### src/rtl/wdg_pkg.sv
// Package wdg_pkg: shared types for the keyed watchdog.
// Assumes: the stage code is a 2-bit value visible in the status word.
package wdg_pkg;
    typedef enum logic [1:0] {
        STG_ARMED  = 2'd0,
        STG_WARNED = 2'd1,
        STG_FIRED  = 2'd2
    } wdg_stage_e;
endpackage

### src/rtl/wdg_keygate.sv
// Module wdg_keygate: holds the stored enable and key, and decides whether
// an incoming control write is accepted. It also derives the load value.
// Assumes: the count field is CNT_FIELD_W bits at the bottom, the command
// sits just above it, and the key sits above the command.
module wdg_keygate #(
    parameter int DATA_W      = 32,
    parameter int CNT_FIELD_W = 8,
    parameter int KEY_W       = 7,
    localparam int CNT_W      = CNT_FIELD_W + 1
) (
    input  logic              clk,
    input  logic              rst_n,
    input  logic              wr_en,
    input  logic [DATA_W-1:0] wr_data,
    output logic              accept,
    output logic [CNT_W-1:0]  load_val,
    output logic              load_run,
    output logic              en_q,
    output logic [KEY_W-1:0]  key_q
);
    localparam int CMD_BIT = CNT_FIELD_W;
    localparam int KEY_LSB = CNT_FIELD_W + 1;

    logic [CNT_FIELD_W-1:0] cnt_field;
    logic [KEY_W-1:0]       wr_key;

    // Split the write into its fields.
    always_comb begin
        cnt_field = wr_data[CNT_FIELD_W-1:0];
        wr_key    = wr_data[KEY_LSB +: KEY_W];
        load_run  = wr_data[CMD_BIT];
    end

    // Key gate: open while disabled, otherwise the key must be the inverse.
    always_comb begin
        accept = wr_en && (!en_q || (wr_key == ~key_q));
    end

    // A zero count field stands for the full range.
    always_comb begin
        if (cnt_field == '0)
            load_val = CNT_W'(1) << CNT_FIELD_W;
        else
            load_val = {1'b0, cnt_field};
    end

    // Store the enable and key of each accepted write.
    always_ff @(posedge clk) begin
        if (!rst_n) begin
            en_q  <= 1'b0;
            key_q <= '0;
        end else if (accept) begin
            en_q  <= load_run;
            key_q <= wr_key;
        end
    end
endmodule

### src/rtl/wdg_counter.sv
// Module wdg_counter: tick-driven down counter with load, grace reload and halt.
// Assumes: GRACE >= 1. The count is never 0 while running, so an expiry is
// the tick that would take the count from 1 to 0.
module wdg_counter #(
    parameter int CNT_W = 9,
    parameter int GRACE = 1
) (
    input  logic             clk,
    input  logic             rst_n,
    input  logic             tick_en,
    input  logic             load,
    input  logic [CNT_W-1:0] load_val,
    input  logic             load_run,
    input  logic             reload_grace,
    output logic [CNT_W-1:0] cnt_q,
    output logic             run_q,
    output logic             expire
);
    localparam logic [CNT_W-1:0] GRACE_V = CNT_W'(GRACE);

    // Expiry: a running count of 1 meets a tick, and no load overrides it.
    always_comb begin
        expire = run_q && tick_en && (cnt_q == CNT_W'(1)) && !load;
    end

    // Count register: load first, then expiry handling, then a plain decrement.
    always_ff @(posedge clk) begin
        if (!rst_n) begin
            cnt_q <= '0;
            run_q <= 1'b0;
        end else if (load) begin
            cnt_q <= load_val;
            run_q <= load_run;
        end else if (expire) begin
            if (reload_grace) begin
                cnt_q <= GRACE_V;
            end else begin
                cnt_q <= '0;
                run_q <= 1'b0;
            end
        end else if (run_q && tick_en) begin
            cnt_q <= cnt_q - CNT_W'(1);
        end
    end
endmodule

### src/rtl/wdg_escalate.sv
// Module wdg_escalate: two-stage escalation. The first expiry raises the
// interrupt and asks for a grace reload; the second sends a reset pulse.
// Assumes: accept and expire are never both high (a load masks the expiry).
module wdg_escalate
    import wdg_pkg::*;
(
    input  logic       clk,
    input  logic       rst_n,
    input  logic       accept,
    input  logic       expire,
    output logic       reload_grace,
    output logic       nmi,
    output logic       rst_req,
    output wdg_stage_e stage_q
);
    // Only an expiry in the armed stage earns a grace reload.
    always_comb begin
        reload_grace = expire && (stage_q == STG_ARMED);
    end

    // Stage, interrupt level and reset pulse registers.
    always_ff @(posedge clk) begin
        if (!rst_n) begin
            stage_q <= STG_ARMED;
            nmi     <= 1'b0;
            rst_req <= 1'b0;
        end else begin
            rst_req <= 1'b0;
            if (accept) begin
                stage_q <= STG_ARMED;
                nmi     <= 1'b0;
            end else if (expire) begin
                if (stage_q == STG_ARMED) begin
                    stage_q <= STG_WARNED;
                    nmi     <= 1'b1;
                end else begin
                    stage_q <= STG_FIRED;
                    rst_req <= 1'b1;
                end
            end
        end
    end
endmodule

### src/rtl/keyed_watchdog.sv
// Module keyed_watchdog: top level of the keyed two-stage watchdog.
// Assumes: tick_en is a single-cycle strobe from a slow tick generator, and
// the system reset logic acts on the rst_req pulse.
module keyed_watchdog
    import wdg_pkg::*;
#(
    parameter int DATA_W      = 32,
    parameter int CNT_FIELD_W = 8,
    parameter int KEY_W       = 7,
    parameter int GRACE       = 1
) (
    input  logic              clk,
    input  logic              rst_n,
    input  logic              tick_en,
    input  logic              wr_en,
    input  logic [DATA_W-1:0] wr_data,
    output logic              nmi,
    output logic              rst_req,
    output logic [DATA_W-1:0] status
);
    localparam int CNT_W   = CNT_FIELD_W + 1;
    localparam int ST_EN   = CNT_W;
    localparam int ST_RUN  = CNT_W + 1;
    localparam int ST_STG  = CNT_W + 2;
    localparam int ST_KEY  = CNT_W + 4;

    logic             accept;
    logic [CNT_W-1:0] load_val;
    logic             load_run;
    logic             en_q;
    logic [KEY_W-1:0] key_q;
    logic [CNT_W-1:0] cnt_q;
    logic             run_q;
    logic             expire;
    logic             reload_grace;
    wdg_stage_e       stage_q;

    wdg_keygate #(
        .DATA_W      (DATA_W),
        .CNT_FIELD_W (CNT_FIELD_W),
        .KEY_W       (KEY_W)
    ) u_gate (
        .clk      (clk),
        .rst_n    (rst_n),
        .wr_en    (wr_en),
        .wr_data  (wr_data),
        .accept   (accept),
        .load_val (load_val),
        .load_run (load_run),
        .en_q     (en_q),
        .key_q    (key_q)
    );

    wdg_counter #(
        .CNT_W (CNT_W),
        .GRACE (GRACE)
    ) u_cnt (
        .clk          (clk),
        .rst_n        (rst_n),
        .tick_en      (tick_en),
        .load         (accept),
        .load_val     (load_val),
        .load_run     (load_run),
        .reload_grace (reload_grace),
        .cnt_q        (cnt_q),
        .run_q        (run_q),
        .expire       (expire)
    );

    wdg_escalate u_esc (
        .clk          (clk),
        .rst_n        (rst_n),
        .accept       (accept),
        .expire       (expire),
        .reload_grace (reload_grace),
        .nmi          (nmi),
        .rst_req      (rst_req),
        .stage_q      (stage_q)
    );

    // Build the status readback from the live state.
    always_comb begin
        status                  = '0;
        status[CNT_W-1:0]       = cnt_q;
        status[ST_EN]           = en_q;
        status[ST_RUN]          = run_q;
        status[ST_STG +: 2]     = stage_q;
        status[ST_KEY +: KEY_W] = key_q;
    end
endmodule

### config.mk
export PLATFORM = sky130hd
export DESIGN_NAME = keyed_watchdog
export DESIGN_NICKNAME = d
export VERILOG_FILES = /design/src/rtl/wdg_pkg.sv /design/src/rtl/wdg_keygate.sv /design/src/rtl/wdg_counter.sv /design/src/rtl/wdg_escalate.sv /design/src/rtl/keyed_watchdog.sv
export SDC_FILE = /design/constraint.sdc
export NUM_CORES = 1
export LEC_CHECK = 0
export BUFFER_PORTS_ARGS = -buffer_cell sky130_fd_sc_hd__buf_2
export CORE_UTILIZATION = 45
export CTS_CLUSTER_DIAMETER = 60
export DETAILED_ROUTE_END_ITERATION = 10
export PLACE_DENSITY_LB_ADDON = 0.05
export SETUP_SLACK_MARGIN = 0.05
export SLEW_MARGIN = 20
export SYNTH_ARGS = -nofsm -noshare
export SYNTH_HDL_FRONTEND = slang
export SYNTH_HIERARCHICAL = 1
export SYNTH_SLANG_ARGS = --single-unit
### constraint.sdc
create_clock -name clk -period 3.5 [get_ports clk]
set_input_delay 0.525 -clock clk [delete_from_list [all_inputs] [get_ports clk]]
set_output_delay 0.525 -clock clk [all_outputs]
set_load 0.02 [all_outputs]
==> flow_metrics.env <==
export IMPL_mostFrequentLayoutCells="41 x buf_2, 24 x nand2_1, 22 x dfxtp_1, 12 x conb_1"
export IMPL_combPwrFrac=0.253
export IMPL_cts_buffer_depth=2
export IMPL_worst_setup_path_start_kind="register"
export IMPL_final_min_clock_period_ps=2750
export IMPL_port_buffers=41
export IMPL_netSwitchingPower_w=0.000181
export IMPL_grt_util_met3=0.0323
export IMPL_clk_pin_slew_ps=130
export IMPL_grt_max_degree=27
export IMPL_ioPinCount=70
export IMPL_power_frac_clock=0.216
export IMPL_synth_area_leaders="dfxtp_1 33%, buf_4 8.4%, nand2_1 6.7%"
export IMPL_antenna_cells=0
export IMPL_critPathArrivalTime_ps=3000
export IMPL_hold_violations=0
export IMPL_rows=19
export IMPL_critPathKind="register to register"
export IMPL_cts_tree="done"
export IMPL_setup_viol=0
export IMPL_cp_data_required_time_ps=3750
export IMPL_critPathSlowestCell="dfxtp_1"
export IMPL_wl_um=2880
export IMPL_synth_edff_count=0
export IMPL_clock_latency_ps=300
export IMPL_p_int_w=0.000358
export IMPL_drt_initial_drc_count=31
export IMPL_timing_final_crit_share=0.787
export IMPL_pwr_share_seq=0.532
export IMPL_die_area_um2=3220
export IMPL_yosys_area_top_type_share=0.327
export IMPL_skew_ps=9.54
export IMPL_start_util=0.480
export IMPL_fin_setup_tns_ps=0
export IMPL_grt_first_pass_wirelength_um=4730
export IMPL_ys_seq_area_frac=0.327
export IMPL_pre_cts_ws_ps=793
export IMPL_cts_made_buffers=3
export IMPL_coreArea_um2=2810
export IMPL_path_cells="ha_1, nor3b_1, nand3_1, nor2_1, or3b_4, inv_1, and4_1, o21ai_0, a31oi_1"
export IMPL_path_buf_inv=1
export IMPL_end_kind="register"
export IMPL_postCtsSetupBuffers=0
export IMPL_critPathTopFamily="simple AND/OR/NAND/NOR gates"
export IMPL_cts_root_buf="clkbuf_4"
export IMPL_use_met1=0.261
export IMPL_htree_levels=1
export IMPL_antenna_found_initial=0
export IMPL_cts_hold_buf=0
export IMPL_cp_max_fo=7
export IMPL_viasPerCell=5.25
export IMPL_die_w_um=56.7
export IMPL_hold_class="primary input to register"
export IMPL_gr_total_overflow=0
export IMPL_die_h_um=56.7
export IMPL_drv_cap=0
export IMPL_cpPeakStageDelay_ps=500
export IMPL_peakVddDrop_v=0.000160
export IMPL_routedWlPerCell_um=13.0
export IMPL_switching_share=0.335
export IMPL_drt_pass1_iter_count=7
export IMPL_netlist_instances=161
export IMPL_power_density_nw_per_um2=360
export IMPL_drc=8
export IMPL_syn_area_per_cell_um2=8.37
export IMPL_cts_sinks=22
export IMPL_multiInputGateArea_um2=751
export IMPL_met2_usage=0.294
export IMPL_place_gp_congestion=0.870
export IMPL_ff_latch_area_um2=440
export IMPL_postSynth_asyncResetShare=0
export IMPL_report_final_slew_viol_count=0
export IMPL_layout_commonest_cell="buf_2"
export IMPL_nFillCells=294
export IMPL_track_usage=0.186
export IMPL_violations="design-rule violations"
export IMPL_synth_warning_count=6
export IMPL_area_growth_pct=11.0
export IMPL_synth_top_area_cell="dfxtp_1"
export IMPL_grt_pass1_vias=1023
export IMPL_hpwlAfterDp_um=2120
export IMPL_ys_ff_latch=22
export IMPL_fin_nets=230
export IMPL_ys_flop_type="dfxtp_1"
export IMPL_vias=1161
export IMPL_ant_nets=0
export IMPL_ys_types=42
export IMPL_layout_drive_gt1_share=0.284
export IMPL_grt_most_used_layer="met2"
export IMPL_layout_setup_ws_ps=745
export IMPL_rsz0062_at_grt="false"
export IMPL_cts_resized=0
export IMPL_leakagePower_nw=0.704
export IMPL_post_route_util=0.533
export IMPL_timing_fmax_ghz=0.363
export IMPL_synth_area_um2=1350
export IMPL_outcome="finished, violations left"
[worst min-delay path: cells and delay by family]
| kind | cells | cell delay, ps |
|---|---|---|
| buf+inv | 2 | 150 |
| compound gates | 1 | 50 |
[power by group through the flow]
stage	Clock, W	Combinational (W)	Sequential (W)
6_report	0.000116	0.000136	0.000286
5_1_grt	0.000131	0.000149	0.000289
4_1_cts	0.000125	0.000136	0.000286
3_5_place_dp	0	0.000135	0.000291
3_3_place_gp	0	0.000134	0.000291
2_1_floorplan	0	0.0000930	0.000306
[synth_stat cells (all sizes together) (2+ instances only)]
library cell,number
inv,8
mux2i,8
nor3,4
a21bo,2
o211ai,2
xor2,8
nand2b,2
nor2,6
a21boi,4
nor3b,2
or4,2
o21ai,7
a21oi,5
nand3,4
buf,18
clkbuf,9
ha,2
nand4,2
dfxtp,22
nand2,24
a31oi,4
[layout make-up]
| class | instances | share of cell area |
|---|---|---|
| multi-input cells | 115 | 0.502 |
| flip-flops and latches | 22 | 0.295 |
| repair buffers | 42 | 0.142 |
| well taps | 31 | 0.0259 |
| inverters | 8 | 0.0201 |
| clock buffers | 3 | 0.0151 |
[final timing paths]
path	slack, ps	to	from	cells after the start
setup / recovery	750	u_cnt/cnt_q[0]	u_cnt/cnt_q[0]	9
hold / removal	460	u_gate/en_q	wr_data[8]	3
setup reg to reg	750	u_cnt/cnt_q[0]	u_cnt/cnt_q[0]	9
hold reg to reg	470	u_esc/nmi	u_esc/nmi	2
[metal layers]
metal / wire length [um] / part of all wire
met1: 1390 / 0.48
met2: 1340 / 0.47
met3: 128 / 0.044
met4: 17 / 0.0059
met5: 0 / 0
[stage by stage]
stage / power, W / instance area [um2] / instances / hold WS [ps]
after floorplan: 0.000399 / 1390 / 172 / 531
after global placement: 0.000425 / 1470 / 218 / 443
after detailed placement: 0.000427 / 1470 / 218 / 452
after CTS: 0.000546 / 1500 / 221 / 448
after global routing: 0.000569 / 1500 / 221 / 470
final: 0.000538 / 1500 / 221 / 463
[state kept, by name, summed over array words and instances (netlist names)]
register	cells
u_cnt/cnt_q	9
u_gate/key_q	7
u_esc/stage_q	2
u_cnt/run_q	1
u_esc/nmi	1
u_esc/rst_req	1
u_gate/en_q	1
[cell families (layout without fill, tap and decap cells)]
group / after synthesis / count (layout) / share of synthesized area
multiplexers: 8 / 8 / 0.0594
adder cells (fa/ha/maj): 2 / 2 / 0.0186
XOR/XNOR: 8 / 8 / 0.0520
AO/OA/AOI/OAI: 32 / 32 / 0.173
other: 1 / 12 / 0.00278
AND/OR/NAND/NOR: 53 / 53 / 0.221
buffers and inverters: 35 / 53 / 0.147
flip-flops: 22 / 22 / 0.327
Note: power is estimated with default switching activity, not from simulation.
